==> src/rtl/ist_pkg.sv <==
package ist_pkg;
  typedef enum logic [1:0] {SEQ_WAIT_CMD, SEQ_RUN, SEQ_DRAIN} seq_state_t;
  typedef enum logic [1:0] {RD_IDLE, RD_LOW, RD_REC} rd_state_t;
  typedef enum logic [2:0] {WR_IDLE, WR_WAIT, WR_SETUP, WR_STROBE, WR_HOLD} wr_state_t;
  localparam logic [7:0] CMD_LONG  = 8'h01;
  localparam logic [7:0] CMD_SHORT = 8'h02;
endpackage

==> src/rtl/ist_cmd_reader.sv <==
module ist_cmd_reader
  import ist_pkg::*;
#(
  parameter int RD_LOW_CYCLES = 4
) (
  input  logic       clk,
  input  logic       rst_n,
  input  logic       enable,
  input  logic       host_has_byte_n,
  input  logic [7:0] bus_in,
  output logic       rd_n,
  output logic       byte_vld,
  output logic [7:0] byte_q
);
  localparam int CW = $clog2(RD_LOW_CYCLES + 1);

  rd_state_t       state;
  logic [CW-1:0]   cnt;

  always_ff @(posedge clk) begin
    if (!rst_n) begin
      state  <= RD_IDLE;
      cnt    <= '0;
      byte_q <= '0;
    end else begin
      case (state)
        RD_IDLE: begin
          cnt <= '0;
          if (enable && !host_has_byte_n) state <= RD_LOW;
        end
        RD_LOW: begin
          if (cnt == CW'(RD_LOW_CYCLES - 1)) begin
            byte_q <= bus_in;
            state  <= RD_REC;
          end else begin
            cnt <= cnt + 1'b1;
          end
        end
        default: state <= RD_IDLE;
      endcase
    end
  end

  assign rd_n     = (state != RD_LOW);
  assign byte_vld = (state == RD_REC);
endmodule

==> src/rtl/ist_tick_timer.sv <==
module ist_tick_timer #(
  parameter int PERIOD_W = 17
) (
  input  logic                clk,
  input  logic                rst_n,
  input  logic                run,
  input  logic [PERIOD_W-1:0] period,
  output logic                tick
);
  logic [PERIOD_W-1:0] cnt;
  logic                at_end;

  assign at_end = (cnt == period - PERIOD_W'(1));
  assign tick   = run && at_end;

  always_ff @(posedge clk) begin
    if (!rst_n || !run) cnt <= '0;
    else if (at_end)    cnt <= '0;
    else                cnt <= cnt + 1'b1;
  end
endmodule

==> src/rtl/ist_byte_sender.sv <==
module ist_byte_sender
  import ist_pkg::*;
#(
  parameter int WORD_W        = 32,
  parameter int WR_LOW_CYCLES = 2,
  parameter int HOLD_CYCLES   = 2
) (
  input  logic              clk,
  input  logic              rst_n,
  input  logic              load,
  input  logic [WORD_W-1:0] word,
  input  logic              host_room_n,
  output logic              busy,
  output logic              wr_n,
  output logic              bus_oe,
  output logic [7:0]        bus_out
);
  localparam int NBYTES = WORD_W / 8;
  localparam int IW     = (NBYTES > 1) ? $clog2(NBYTES) : 1;
  localparam int TMAX   = (WR_LOW_CYCLES > HOLD_CYCLES) ? WR_LOW_CYCLES : HOLD_CYCLES;
  localparam int TW     = $clog2(TMAX + 1);

  wr_state_t         state;
  logic [WORD_W-1:0] shreg;
  logic [IW-1:0]     idx;
  logic [TW-1:0]     tcnt;

  always_ff @(posedge clk) begin
    if (!rst_n) begin
      state <= WR_IDLE;
      shreg <= '0;
      idx   <= '0;
      tcnt  <= '0;
    end else begin
      case (state)
        WR_IDLE: if (load) begin
          shreg <= word;
          idx   <= '0;
          state <= WR_WAIT;
        end
        WR_WAIT: if (!host_room_n) state <= WR_SETUP;
        WR_SETUP: begin
          tcnt  <= '0;
          state <= WR_STROBE;
        end
        WR_STROBE: begin
          if (tcnt == TW'(WR_LOW_CYCLES - 1)) begin
            tcnt  <= '0;
            state <= WR_HOLD;
          end else begin
            tcnt <= tcnt + 1'b1;
          end
        end
        WR_HOLD: begin
          if (tcnt == TW'(HOLD_CYCLES - 1)) begin
            tcnt <= '0;
            if (idx == IW'(NBYTES - 1)) begin
              state <= WR_IDLE;
            end else begin
              idx   <= idx + 1'b1;
              shreg <= shreg >> 8;
              state <= WR_WAIT;
            end
          end else begin
            tcnt <= tcnt + 1'b1;
          end
        end
        default: state <= WR_IDLE;
      endcase
    end
  end

  assign bus_out = shreg[7:0];
  assign bus_oe  = (state == WR_SETUP) || (state == WR_STROBE) || (state == WR_HOLD);
  assign wr_n    = (state != WR_STROBE);
  assign busy    = (state != WR_IDLE);
endmodule

==> src/rtl/interval_sample_xfer.sv <==
module interval_sample_xfer
  import ist_pkg::*;
#(
  parameter int POS_W         = 16,
  parameter int TICKS_LONG    = 120000,
  parameter int TICKS_SHORT   = 60000,
  parameter int SAMPLES       = 600,
  parameter int RD_LOW_CYCLES = 4,
  parameter int WR_LOW_CYCLES = 2
) (
  input  logic             clk,
  input  logic             rst_n,
  input  logic [POS_W-1:0] cart1_pos,
  input  logic [POS_W-1:0] cart2_pos,
  input  logic             host_has_byte_n,
  input  logic             host_room_n,
  input  logic [7:0]       bus_in,
  output logic [7:0]       bus_out,
  output logic             bus_oe,
  output logic             rd_n,
  output logic             wr_n,
  output logic             overrun
);
  localparam int PMAX     = (TICKS_LONG > TICKS_SHORT) ? TICKS_LONG : TICKS_SHORT;
  localparam int PERIOD_W = $clog2(PMAX + 1);
  localparam int CNT_W    = $clog2(SAMPLES + 1);
  localparam int WORD_W   = 2 * POS_W;

  seq_state_t          state;
  logic [PERIOD_W-1:0] period_q;
  logic [CNT_W-1:0]    taken;
  logic                byte_vld;
  logic [7:0]          byte_q;
  logic                tick;
  logic                busy;
  logic                run;
  logic                load;
  logic                seq_waiting;

  assign run         = (state == SEQ_RUN);
  assign seq_waiting = (state == SEQ_WAIT_CMD);
  assign load        = run && tick && !busy;

  ist_cmd_reader #(.RD_LOW_CYCLES(RD_LOW_CYCLES)) u_reader (
    .clk(clk), .rst_n(rst_n), .enable(seq_waiting),
    .host_has_byte_n(host_has_byte_n), .bus_in(bus_in),
    .rd_n(rd_n), .byte_vld(byte_vld), .byte_q(byte_q)
  );

  ist_tick_timer #(.PERIOD_W(PERIOD_W)) u_timer (
    .clk(clk), .rst_n(rst_n), .run(run), .period(period_q), .tick(tick)
  );

  ist_byte_sender #(.WORD_W(WORD_W), .WR_LOW_CYCLES(WR_LOW_CYCLES), .HOLD_CYCLES(2)) u_sender (
    .clk(clk), .rst_n(rst_n), .load(load), .word({cart2_pos, cart1_pos}),
    .host_room_n(host_room_n), .busy(busy), .wr_n(wr_n),
    .bus_oe(bus_oe), .bus_out(bus_out)
  );

  always_ff @(posedge clk) begin
    if (!rst_n) begin
      state    <= SEQ_WAIT_CMD;
      period_q <= PERIOD_W'(TICKS_LONG);
      taken    <= '0;
      overrun  <= 1'b0;
    end else begin
      case (state)
        SEQ_WAIT_CMD: begin
          if (byte_vld && (byte_q == CMD_LONG || byte_q == CMD_SHORT)) begin
            period_q <= (byte_q == CMD_LONG) ? PERIOD_W'(TICKS_LONG) : PERIOD_W'(TICKS_SHORT);
            taken    <= '0;
            overrun  <= 1'b0;
            state    <= SEQ_RUN;
          end
        end
        SEQ_RUN: begin
          if (tick) begin
            if (busy) overrun <= 1'b1;
            taken <= taken + 1'b1;
            if (taken == CNT_W'(SAMPLES - 1)) state <= SEQ_DRAIN;
          end
        end
        SEQ_DRAIN: if (!busy) state <= SEQ_WAIT_CMD;
        default: state <= SEQ_WAIT_CMD;
      endcase
    end
  end
endmodule

==> config.mk <==
export PLATFORM = sky130hd
export DESIGN_NAME = interval_sample_xfer
export DESIGN_NICKNAME = d
export VERILOG_FILES = /design/src/rtl/ist_pkg.sv /design/src/rtl/ist_cmd_reader.sv /design/src/rtl/ist_tick_timer.sv /design/src/rtl/ist_byte_sender.sv /design/src/rtl/interval_sample_xfer.sv
export SDC_FILE = /design/constraint.sdc
export NUM_CORES = 1
export LEC_CHECK = 0
export ABC_AREA = 1
export BUFFER_PORTS_ARGS = -buffer_cell sky130_fd_sc_hd__buf_4
export CAP_MARGIN = 10
export CORE_MARGIN = 2
export CORE_UTILIZATION = 40
export CTS_CLUSTER_DIAMETER = 150
export CTS_CLUSTER_SIZE = 8
export DETAILED_ROUTE_END_ITERATION = 10
export PLACE_DENSITY = 0.56
export SLEW_MARGIN = 20
export SYNTH_ARGS = -nofsm -noshare
export SYNTH_HDL_FRONTEND = slang
export SYNTH_SLANG_ARGS = --single-unit
==> constraint.sdc <==
create_clock -name clk -period 4.65 [get_ports clk]
set_input_delay 0.2325 -clock clk [delete_from_list [all_inputs] [get_ports clk]]
set_output_delay 0.2325 -clock clk [all_outputs]
set_load 0.1 [all_outputs]
==> flow_summary.rst, run 1 <==
.. list-table::
   :header-rows: 1

   * - Metric
     - Value
   * - Power per Cell Area
     - 273 mW/mm^2
   * - Ordered cell list for the critical path
     - ha_1 -> nand3_1 -> nor3_1 -> nand4_2 -> nand2_2 -> nand2_1 -> nand2_1 -> nor2_1
   * - Number of antenna diodes
     - 0
   * - LEAKAGE
     - 2.29 nW
   * - Bufs and invs on worst path
     - 0
   * - Drt total wl
     - 9890 um
   * - Startpoint type of the worst setup path
     - flop
   * - Via count of the first global-routing pass
     - 3657
   * - Overall power of the completed layout
     - 1.38 mW
   * - 1st-iter DRT viols
     - 249
   * - Max_slew headroom
     - 31.2%
   * - GR peak layer
     - met2
   * - Number of detailed-routing iterations run before antenna repair
     - 4
   * - Hold Vio Cnt, Final
     - 0
   * - R2R cell count
     - 8
   * - Switching Fraction
     - 22.6%
   * - Clock Power Share
     - 41.3%
   * - Via-per-instance ratio
     - 4.81
   * - Slowest library cell on the worst path
     - nand2_2
   * - # hold bufs at CTS
     - 0
   * - Number of sinks handled by clock tree synthesis
     - 84
   * - Worst clock skew
     - 0.00885 ns
   * - Most common cell in the netlist
     - nand2_1
   * - Share of flip-flops with an asynchronous set or reset
     - 0%
   * - Weighted congestion reported at the end of routability-driven placement
     - 0.818
   * - Number of antenna violations at the first check in global routing
     - 0
   * - Top cells by area, synth
     - dfxtp_1, nand2_1, nor2_1
   * - Number of enable flip-flop cells after synthesis
     - 0
   * - Synth cell count leaders
     - nand2_1, nor2_1, dfxtp_1
   * - Antenna viol nets, final
     - 0
   * - Height of the die
     - 110 um
   * - Cell type with the highest occurrence count on the critical path
     - nand2_1
   * - Final min period
     - 3.07 ns
   * - Synth cell types
     - 32
   * - Min-Delay Path Depth
     - 3
   * - Most used flip-flop cell after synthesis
     - dfxtp_1
   * - Maximum number of pins on one net before global-route repair
     - 48
   * - Cell type contributing the most total cell area after synthesis
     - dfxtp_1
   * - Worst min path class
     - primary input to flop
   * - Ratio of cells with drive above 1 in the final layout
     - 11.6%
   * - Syn_area_per_cell
     - 6.46 um^2
   * - Combinational power share
     - 6.0%
   * - Worst path arrival time
     - 3.31 ns
   * - Number of core rows
     - 38
   * - Largest stage delay, worst path
     - 0.87 ns
   * - Number of maximum-capacitance constraint violations
     - 0
   * - Switch Pwr
     - 0.311 mW
   * - Global-route wire length before repair
     - 16600 um
   * - CP delay by family, top
     - simple AND/OR/NAND/NOR gates
   * - Count of cell instances traversed by the critical path
     - 8
   * - Design internal power
     - 1.06 mW
   * - Core ar.
     - 0.0108 mm^2
   * - CTS tree
     - built
   * - DRC Markers
     - 0
   * - Number of filler instances in the final layout
     - 1137
   * - Total of buffers placed on input and output ports
     - 55
   * - Area Growth Syn to Fin
     - 13.2%
   * - Detailed-route via count
     - 4168
   * - HPWL after detailed placement
     - 6910 um
   * - Buffer type at the clock tree root
     - clkbuf_8
   * - Max VDD drop
     - 165 uV
   * - Largest driver fanout on the critical path
     - 39
   * - Max Transition Viols Final
     - 0
   * - Outcome
     - complete, no violations
   * - Gate count of the mapped netlist
     - 690
   * - Horiz. Die Dim
     - 110 um
   * - Synth warnings
     - 0
   * - Count of boundary I/O pins
     - 56
   * - Slew at the pin with the worst max-slew slack
     - 1.03 ns
   * - Global routing met2 resource utilization
     - 28.0%
   * - Unrepaired setup endpoints after global routing
     - false
   * - Clock-pin slew on the worst setup and hold paths
     - 0.09 ns
   * - Total Routing Usage GR
     - 17.4%
   * - Share of Yosys cell area claimed by the top area cell type
     - 37.7%
   * - Latest clock arrival within the worst-skew pair
     - 0.36 ns
   * - Setup violators final
     - 0
   * - Sum of negative setup slack
     - 0 ns
   * - Synthesized netlist net count
     - 739
   * - Die Outline Area
     - 0.0120 mm^2
   * - Number of buffers added for setup after CTS
     - 0
   * - Routed length per placed instance
     - 11.4 um
   * - Met3 layer usage reported by global route
     - 4.51%
   * - Total grt overflow
     - 0
   * - Initial Utilization
     - 41.1%
   * - Period Utilization, post-route
     - 66.0%
   * - Nets
     - 771
   * - Data required time at the worst endpoint
     - 4.89 ns
   * - Share of total power in sequential cells
     - 52.7%
   * - Cell Area, Synth
     - 0.00446 mm^2
   * - Synthesized flop and latch total
     - 84
   * - Global routing met1 resource utilization
     - 23.1%
   * - Critical path endpoint category
     - flop
   * - Num CTS Buffers
     - 9
   * - Longest Clk Path Bufs
     - 2
   * - Worst Setup Path Type
     - flop to flop
   * - Highest achievable clock rate
     - 0.326 GHz
   * - Number of cells upsized or downsized after cts
     - 0
   * - Sequential share of the synthesized area
     - 37.7%
   * - Total number of H-tree levels
     - 3
## path summary, 6_finish.rpt
path	from	end	slack [ns]
worst min register to register	u_sender.tcnt[1]	u_sender.tcnt[1]	0.44
worst min-delay path	bus_in[2]	u_reader.byte_q[2]	0.15
worst max-delay path	u_timer.cnt[0]	u_sender.shreg[19]	1.58
worst max register to register	u_timer.cnt[0]	u_sender.shreg[19]	1.58
## placed cells by master (no fill, tap or decap), drive strengths merged
master,n
inv,80
dfxtp,84
nor2,108
nand3b,5
nand4,11
nor4,2
nor3b,1
bufinv,2
clkbuf,12
a21boi,7
ha,5
xnor2,2
nand2,206
a21oi,51
o21ai,28
clkinv,2
buf,56
nand3,44
or2,1
o21a,1
o21bai,1
o22ai,1
nor3,8
xor2,9
## flip-flops by register name (all words and copies together), names as in the netlist
register	count
u_sender.shreg	32
u_timer.cnt	17
taken	10
u_reader.byte_q	8
u_reader.cnt	3
u_sender.state	3
period_q	2
state	2
u_reader.state	2
u_sender.idx	2
u_sender.tcnt	2
overrun	1
## metal layers
| metal | part of all wire [%] | up-vias |
|---|---|---|
| li1 | - | 2215 |
| met1 | 50 | 1867 |
| met2 | 45 | 77 |
| met3 | 4.6 | 9 |
| met4 | 0.96 | 0 |
| met5 | 0 | - |
## worst reg2reg max path, stage by stage, from the launching register on
cell and delay, ns:
dfxtp_1 0.36, ha_1 0.20, nand3_1 0.15, nor3_1 0.38, nand4_2 0.72, nand2_2 0.88
nand2_1 0.13, nand2_1 0.11, nor2_1 0.05
## through the flow
step           util (%)  std cells  setup WS [ns]  area, um^2  hold WS [ns]
3_3_place_gp       44.6        851           1.72        4830         0.423
2_1_floorplan         -        690           2.70        4460         0.398
5_1_grt            46.5        867           1.29        5040         0.121
6_report           46.5        867           1.58        5040         0.149
4_1_cts            46.5        867           1.58        5040         0.128
3_5_place_dp       44.6        851           1.63        4830         0.430
## power by group through the flow
stage / registers [mW] / clock network (mW) / logic (mW)
global route: 0.726 / 0.622 / 0.0923
finish: 0.725 / 0.568 / 0.0823
global placement: 0.742 / 0 / 0.0826
floorplan: 0.741 / 0 / 0.0452
CTS: 0.725 / 0.587 / 0.0836
detailed placement: 0.742 / 0 / 0.0834
## cell families after synthesis
group / synth area share (%)
compound gates: 10.5
buf+inv: 11.6
xor+xnor: 2.16
flops: 37.7
simple gates: 36.6
fa+ha+maj: 1.40
## layout make-up
cell class,count,area [um^2],share of cell area (%)
multi-input cells,491,2260,44.8
clock buffers,12,135,2.68
well taps,140,175,3.47
inverters,80,300,5.95
clock inverters,4,73.8,1.46
repair buffers,56,420,8.34
flip-flops and latches,84,1680,33.3
(Power assumes the default switching activity.)
==> inputs of run 2 (changes only) <==
clock period = 3.1 ns   (was 4.65 ns; I/O delays follow)
==> flow_summary.rst, run 2 (same netlist as run 1, synthesis figures left out) <==
.. list-table::
   :header-rows: 1

   * - Metric
     - Value
   * - Leading registers by flop count
     - u_sender.shreg x32, u_timer.cnt x17, taken x10
   * - Number of instances in the placed design
     - 853 (+0.24%)
   * - Total grt overflow
     - 0 (unchanged)
   * - Worst path arrival time
     - 2.33 ns (-0.98 ns)
   * - Total Routing Usage GR
     - 17.7% (+0.30 points)
   * - Buffer type at the clock tree root
     - clkbuf_8
   * - Final min period
     - 2.48 ns
   * - Via-per-instance ratio
     - 4.76 (-1.0%)
   * - Ordered cell list for the critical path
     - nor2_1 -> nand2_1 -> buf_4 -> inv_1 -> a21oi_1 -> inv_1 -> buf_4
   * - DRC Markers
     - 0 (unchanged)
   * - Nets
     - 773 (+0.26%)
   * - Drt total wl
     - 9860 um (-0.21%)
   * - Startpoint type of the worst setup path
     - flop
   * - Latest clock arrival within the worst-skew pair
     - 0.36 ns (about the same)
   * - Setup violators final
     - 0 (unchanged)
   * - Horiz. Die Dim
     - 110 um (unchanged)
   * - HPWL after detailed placement
     - 6940 um (+0.39%)
   * - Weighted congestion reported at the end of routability-driven placement
     - 0.813 (-0.65%)
   * - Clock-pin slew on the worst setup and hold paths
     - 0.09 ns (about the same)
   * - Number of detailed-routing iterations run before antenna repair
     - 4 (unchanged)
   * - Total of buffers placed on input and output ports
     - 55 (unchanged)
   * - Register ranked first by flip-flop count
     - u_sender.shreg
   * - Num CTS Buffers
     - 9 (unchanged)
   * - Highest achievable clock rate
     - 0.403 GHz
   * - Number of antenna violations at the first check in global routing
     - 0 (unchanged)
   * - Number of filler instances in the final layout
     - 1152 (+1.3%)
   * - Max Transition Viols Final
     - 0 (unchanged)
   * - Ratio of cells with drive above 1 in the final layout
     - 12.2% (+0.65 points)
   * - Non-Filler Instances
     - 869 (+0.23%)
   * - Detailed-route via count
     - 4135 (-0.79%)
   * - Number of maximum-capacitance constraint violations
     - 0 (unchanged)
   * - Number of cells upsized or downsized after cts
     - 0 (unchanged)
   * - Period Utilization, post-route
     - 80.0%
   * - # hold bufs at CTS
     - 0 (unchanged)
   * - Worst min path class
     - primary input to flop
   * - Outcome
     - complete, no violations
   * - Largest driver fanout on the critical path
     - 46 (+18%)
   * - Slew at the pin with the worst max-slew slack
     - 0.713 ns (-0.316 ns)
   * - Sum of negative setup slack
     - 0 ns (unchanged)
   * - Critical path endpoint category
     - output port
   * - Max VDD drop
     - 260 uV (+58%)
   * - Height of the die
     - 110 um (unchanged)
   * - Top library cells by usage in the layout, fill and taps aside
     - nand2_1, nor2_1, dfxtp_1
   * - Number of flip-flops under the largest register name
     - 32 (unchanged)
   * - Maximum number of pins on one net before global-route repair
     - 48 (unchanged)
   * - Total number of H-tree levels
     - 3 (unchanged)
   * - Area Growth Syn to Fin
     - 14.4%
   * - Worst slack at placement
     - 0.700 ns (-0.930 ns)
   * - Global-route wire length before repair
     - 16900 um (+2.0%)
   * - Largest stage delay, worst path
     - 0.39 ns (-0.48 ns)
   * - CP delay by family, top
     - buffers and inverters
   * - Worst Setup Path Type
     - flop to output port
   * - Data required time at the worst endpoint
     - 2.94 ns (-1.95 ns)
   * - Number of antenna diodes
     - 0 (unchanged)
   * - Antenna viol nets, final
     - 0 (unchanged)
   * - Number of sinks handled by clock tree synthesis
     - 84 (unchanged)
   * - Max_slew headroom
     - 52.4% (+21 points)
   * - Via count of the first global-routing pass
     - 3726 (+1.9%)
   * - Die Outline Area
     - 0.0120 mm^2 (unchanged)
   * - Power per Cell Area
     - 427 mW/mm^2 (+57%)
   * - CTS tree
     - built
   * - Number of buffers added for setup after CTS
     - 0 (unchanged)
   * - LEAKAGE
     - 2.32 nW (+1.1%)
   * - Minimum hold slack
     - 0.0647 ns (-0.0839 ns)
   * - Worst path setup slack after routing
     - 0.619 ns (-0.961 ns)
   * - Longest Clk Path Bufs
     - 2 (unchanged)
   * - 1st-iter DRT viols
     - 239 (-4.0%)
   * - Worst clock skew
     - 0.00829 ns (-0.000557 ns)
   * - Unrepaired setup endpoints after global routing
     - false
   * - Number of core rows
     - 38 (unchanged)
   * - Slowest library cell on the worst path
     - dfxtp_1
   * - Initial Utilization
     - 41.1% (unchanged)
   * - Hold Vio Cnt, Final
     - 0 (unchanged)
   * - Bufs and invs on worst path
     - 4 (+4)
   * - Leading cell type in the layout, fill and taps excluded
     - nand2_1
   * - Routed length per placed instance
     - 11.4 um (-0.44%)
   * - Core ar.
     - 0.0108 mm^2 (unchanged)
   * - Count of boundary I/O pins
     - 56 (unchanged)
## run 2: layout make-up
class	instances	area [um^2]	share of cell area, %
timing repair buffer	58	435	8.54
clock buffer	10	138	2.70
clock inverter	6	111	2.18
inverter	80	300	5.89
tap	140	175	3.44
multi-input combinational	491	2260	44.3
sequential	84	1680	33.0
## run 2: through the flow
stage / instance area, um^2 / utilization (%) / power [mW]
final: 5100 / 47.0 / 2.18
after CTS: 5100 / 47.0 / 2.21
after global routing: 5100 / 47.0 / 2.27
after detailed placement: 4850 / 44.7 / 1.24
after floorplan: 4460 / - / 1.18
after global placement: 4850 / 44.7 / 1.24
## run 2: power by group
| part | total, mW | internal [mW] | switching (mW) |
|---|---|---|---|
| Combinational | 0.123 | 0.0582 | 0.0649 |
| Clock | 0.967 | 0.557 | 0.410 |
| Sequential | 1.09 | 1.08 | 0.00467 |
## run 2: worst paths after layout
check | startpoint | to | slack [ns] | cells past startpoint
worst max-delay path | u_sender.state[0] | bus_oe | 0.62 | 7
worst min-delay path | bus_in[4] | u_reader.byte_q[4] | 0.06 | 3
worst max register to register | u_timer.cnt[0] | u_sender.shreg[20] | 0.71 | 9
worst min register to register | u_sender.tcnt[1] | u_sender.tcnt[1] | 0.44 | 2
## run 2: worst register-to-register path: stages (launching register included)
cell	delay, ns
dfxtp_1	0.35
ha_1	0.19
nand3_1	0.14
nor3_1	0.39
nand4_2	0.15
buf_4	0.26
nand2_2	0.54
nand2_1	0.12
nand2_1	0.09
nor2_1	0.05
## run 2: routing by layer
| layer | vias up | global-route usage, % | wire length [um] |
|---|---|---|---|
| met3 | 8 | 4.45 | 383 |
| met4 | 0 | 4.88 | 98 |
| li1 | 2220 | - | - |
| met2 | 57 | 28.6 | 4550 |
| met1 | 1850 | 23.5 | 4840 |
| met5 | - | 0 | 0 |
==> inputs of run 3 (changes only) <==
PLACE_DENSITY = 0.58   (was 0.56)
clock period = 2 ns   (was 3.1 ns; I/O delays follow)
==> flow_summary.rst, run 3 (same netlist as run 1, synthesis figures left out) <==
.. list-table::
   :header-rows: 1

   * - Metric
     - Value
   * - Outcome
     - complete, no violations
   * - Leading cell type in the layout, fill and taps excluded
     - nand2_1
   * - 1st-iter DRT viols
     - 175 (-27%)
   * - Final min period
     - 1.82 ns
   * - Data required time at the worst endpoint
     - 2.26 ns (-0.68 ns)
   * - HPWL after detailed placement
     - 7070 um (+1.9%)
   * - Longest Clk Path Bufs
     - 2 (unchanged)
   * - Worst clock skew
     - 0.00706 ns (-0.00123 ns)
   * - Global-route wire length before repair
     - 16800 um (-0.57%)
   * - Antenna viol nets, final
     - 0 (unchanged)
   * - Source of the critical timing path
     - u_timer.cnt[0]
   * - Critical path endpoint category
     - flop
   * - Maximum number of pins on one net before global-route repair
     - 40 (-17%)
   * - Setup violators final
     - 0 (unchanged)
   * - Slew at the pin with the worst max-slew slack
     - 0.488 ns (-0.225 ns)
   * - Number of flip-flops under the largest register name
     - 32 (unchanged)
   * - Highest achievable clock rate
     - 0.550 GHz
   * - Crit Reg-Reg Endpoint
     - u_sender.idx[1]
   * - Core ar.
     - 0.0108 mm^2 (unchanged)
   * - LEAKAGE
     - 2.38 nW (+2.5%)
   * - Number of detailed-routing iterations run before antenna repair
     - 4 (unchanged)
   * - DRC Markers
     - 0 (unchanged)
   * - Leading registers by flop count
     - u_sender.shreg x32, u_timer.cnt x17, taken x10
   * - Worst r2r src
     - u_timer.cnt[0]
   * - Via-per-instance ratio
     - 4.74 (-0.34%)
   * - Max Transition Viols Final
     - 0 (unchanged)
   * - Sum of negative setup slack
     - 0 ns (unchanged)
   * - # hold bufs at CTS
     - 0 (unchanged)
   * - Nets
     - 784 (+1.4%)
   * - Height of the die
     - 110 um (unchanged)
   * - Initial Utilization
     - 41.1% (unchanged)
   * - Worst path setup slack after routing
     - 0.181 ns (-0.438 ns)
   * - Area Growth Syn to Fin
     - 16.4%
   * - Power per Cell Area
     - 636 mW/mm^2 (+49%)
   * - Top library cells by usage in the layout, fill and taps aside
     - nand2_1, nor2_1, dfxtp_1
   * - Die Outline Area
     - 0.0120 mm^2 (unchanged)
   * - Total of buffers placed on input and output ports
     - 55 (unchanged)
   * - Setup slack of the most critical reg-to-reg path
     - 0.18 ns (-0.53 ns)
   * - Worst Setup Path Type
     - flop to flop
   * - Number of antenna diodes
     - 0 (unchanged)
   * - Worst min path class
     - primary input to flop
   * - Min-Delay Path Depth
     - 3 (unchanged)
   * - Ratio of cells with drive above 1 in the final layout
     - 13.8% (+1.6 points)
   * - Total Routing Usage GR
     - 17.5% (-0.24 points)
   * - Via count of the first global-routing pass
     - 3824 (+2.6%)
   * - Worst path arrival time
     - 2.08 ns (-0.25 ns)
   * - Horiz. Die Dim
     - 110 um (unchanged)
   * - Total number of H-tree levels
     - 3 (unchanged)
   * - Startpoint type of the worst setup path
     - flop
   * - Num CTS Buffers
     - 9 (unchanged)
   * - Drt total wl
     - 10000 um (+1.3%)
   * - Worst slack at placement
     - 0.112 ns (-0.588 ns)
   * - Max VDD drop
     - 272 uV (+4.5%)
   * - Largest driver fanout on the critical path
     - 28 (-39%)
   * - Detailed-route via count
     - 4173 (+0.92%)
   * - Clock-pin slew on the worst setup and hold paths
     - 0.09 ns (about the same)
   * - Post-layout util
     - 47.8% (+0.81 points)
   * - Unrepaired setup endpoints after global routing
     - false
   * - Register ranked first by flip-flop count
     - u_sender.shreg
   * - Number of antenna violations at the first check in global routing
     - 0 (unchanged)
   * - Hold Vio Cnt, Final
     - 0 (unchanged)
   * - Critical Path End
     - u_sender.idx[1]
   * - Routed length per placed instance
     - 11.4 um (about the same)
   * - Number of maximum-capacitance constraint violations
     - 0 (unchanged)
   * - Max_slew headroom
     - 67.5% (+15 points)
   * - CTS tree
     - built
   * - Latest clock arrival within the worst-skew pair
     - 0.36 ns (about the same)
   * - Minimum hold slack
     - 0.0167 ns (-0.0480 ns)
   * - Number of filler instances in the final layout
     - 1163 (+0.95%)
   * - Buffer type at the clock tree root
     - clkbuf_8
   * - Number of core rows
     - 38 (unchanged)
   * - Period Utilization, post-route
     - 90.9%
   * - Total grt overflow
     - 0 (unchanged)
   * - Weighted congestion reported at the end of routability-driven placement
     - 0.859 (+5.7%)
   * - Number of sinks handled by clock tree synthesis
     - 84 (unchanged)
   * - Count of boundary I/O pins
     - 56 (unchanged)
   * - R2R cell count
     - 7 (-2)
-- run 3: cell count changes in the layout (fill, tap and decap cells not counted), sizes merged --
cell	before	now
buf	58	69
clkbuf	10	12
bufinv	3	2
clkinvlp	1	0
-- run 3: area by class of cell --
type / instances / area, um^2 / area share [%]
Timing Repair Buffer: 69 / 531 / 10.2
Clock inverter: 4 / 70.1 / 1.35
Sequential cell: 84 / 1680 / 32.4
Clock buffer: 12 / 165 / 3.18
Multi-Input combinational cell: 491 / 2260 / 43.6
Inverter: 80 / 300 / 5.79
Tap cell: 140 / 175 / 3.38
-- run 3: how the worst min path moves through the flow --
| stage | from | end | slack, ns |
|---|---|---|---|
| after floorplan | bus_in[1] | u_reader.byte_q[1] | 0.27 |
| after global placement | bus_in[3] | u_reader.byte_q[3] | 0.38 |
| after detailed placement | bus_in[6] | u_reader.byte_q[6] | 0.39 |
| after CTS | bus_in[6] | u_reader.byte_q[6] | 0.005 |
| after global routing | bus_in[6] | u_reader.byte_q[6] | 0.01 |
| final | bus_in[6] | u_reader.byte_q[6] | 0.02 |
-- run 3: repair_timing --
action / in CTS / in global routing
buffers inserted: 0 / 0
gates resized for setup: 0 / 2
setup endpoints to repair: 0 / 30
hold endpoints to repair: 0 / 0
-- run 3: layer usage --
layer	vias up	track usage, %	wire length [um]
met5	-	0	0
met4	0	5.42	84
met1	1871	22.3	4930
met2	55	29.5	4630
li1	2241	-	-
met3	6	3.79	359
-- run 3: per-stage QoR --
stage	power [mW]	cells	instance area, um^2
after floorplan	1.83	690	4460
after global placement	1.92	864	4940
after detailed placement	1.92	864	4940
after CTS	3.34	880	5180
after global routing	3.43	880	5190
final	3.30	880	5190
-- run 3: report_power, final --
group,total [mW],internal (mW),leakage (nW),switching [mW]
sequential,1.69,1.68,0.677,0.00710
clock,1.42,0.802,0.122,0.614
combinational,0.195,0.0930,1.58,0.102
total,3.30,2.57,2.38,0.724
-- run 3: worst max-delay path, cell delays in order, from the launching register on --
cell and delay (ns):
dfxtp_1 0.36, ha_1 0.20, nand3_1 0.14, nor3_2 0.29, nand4_2 0.16, buf_4 0.28, a21boi_0 0.21, nor2_1 0.06
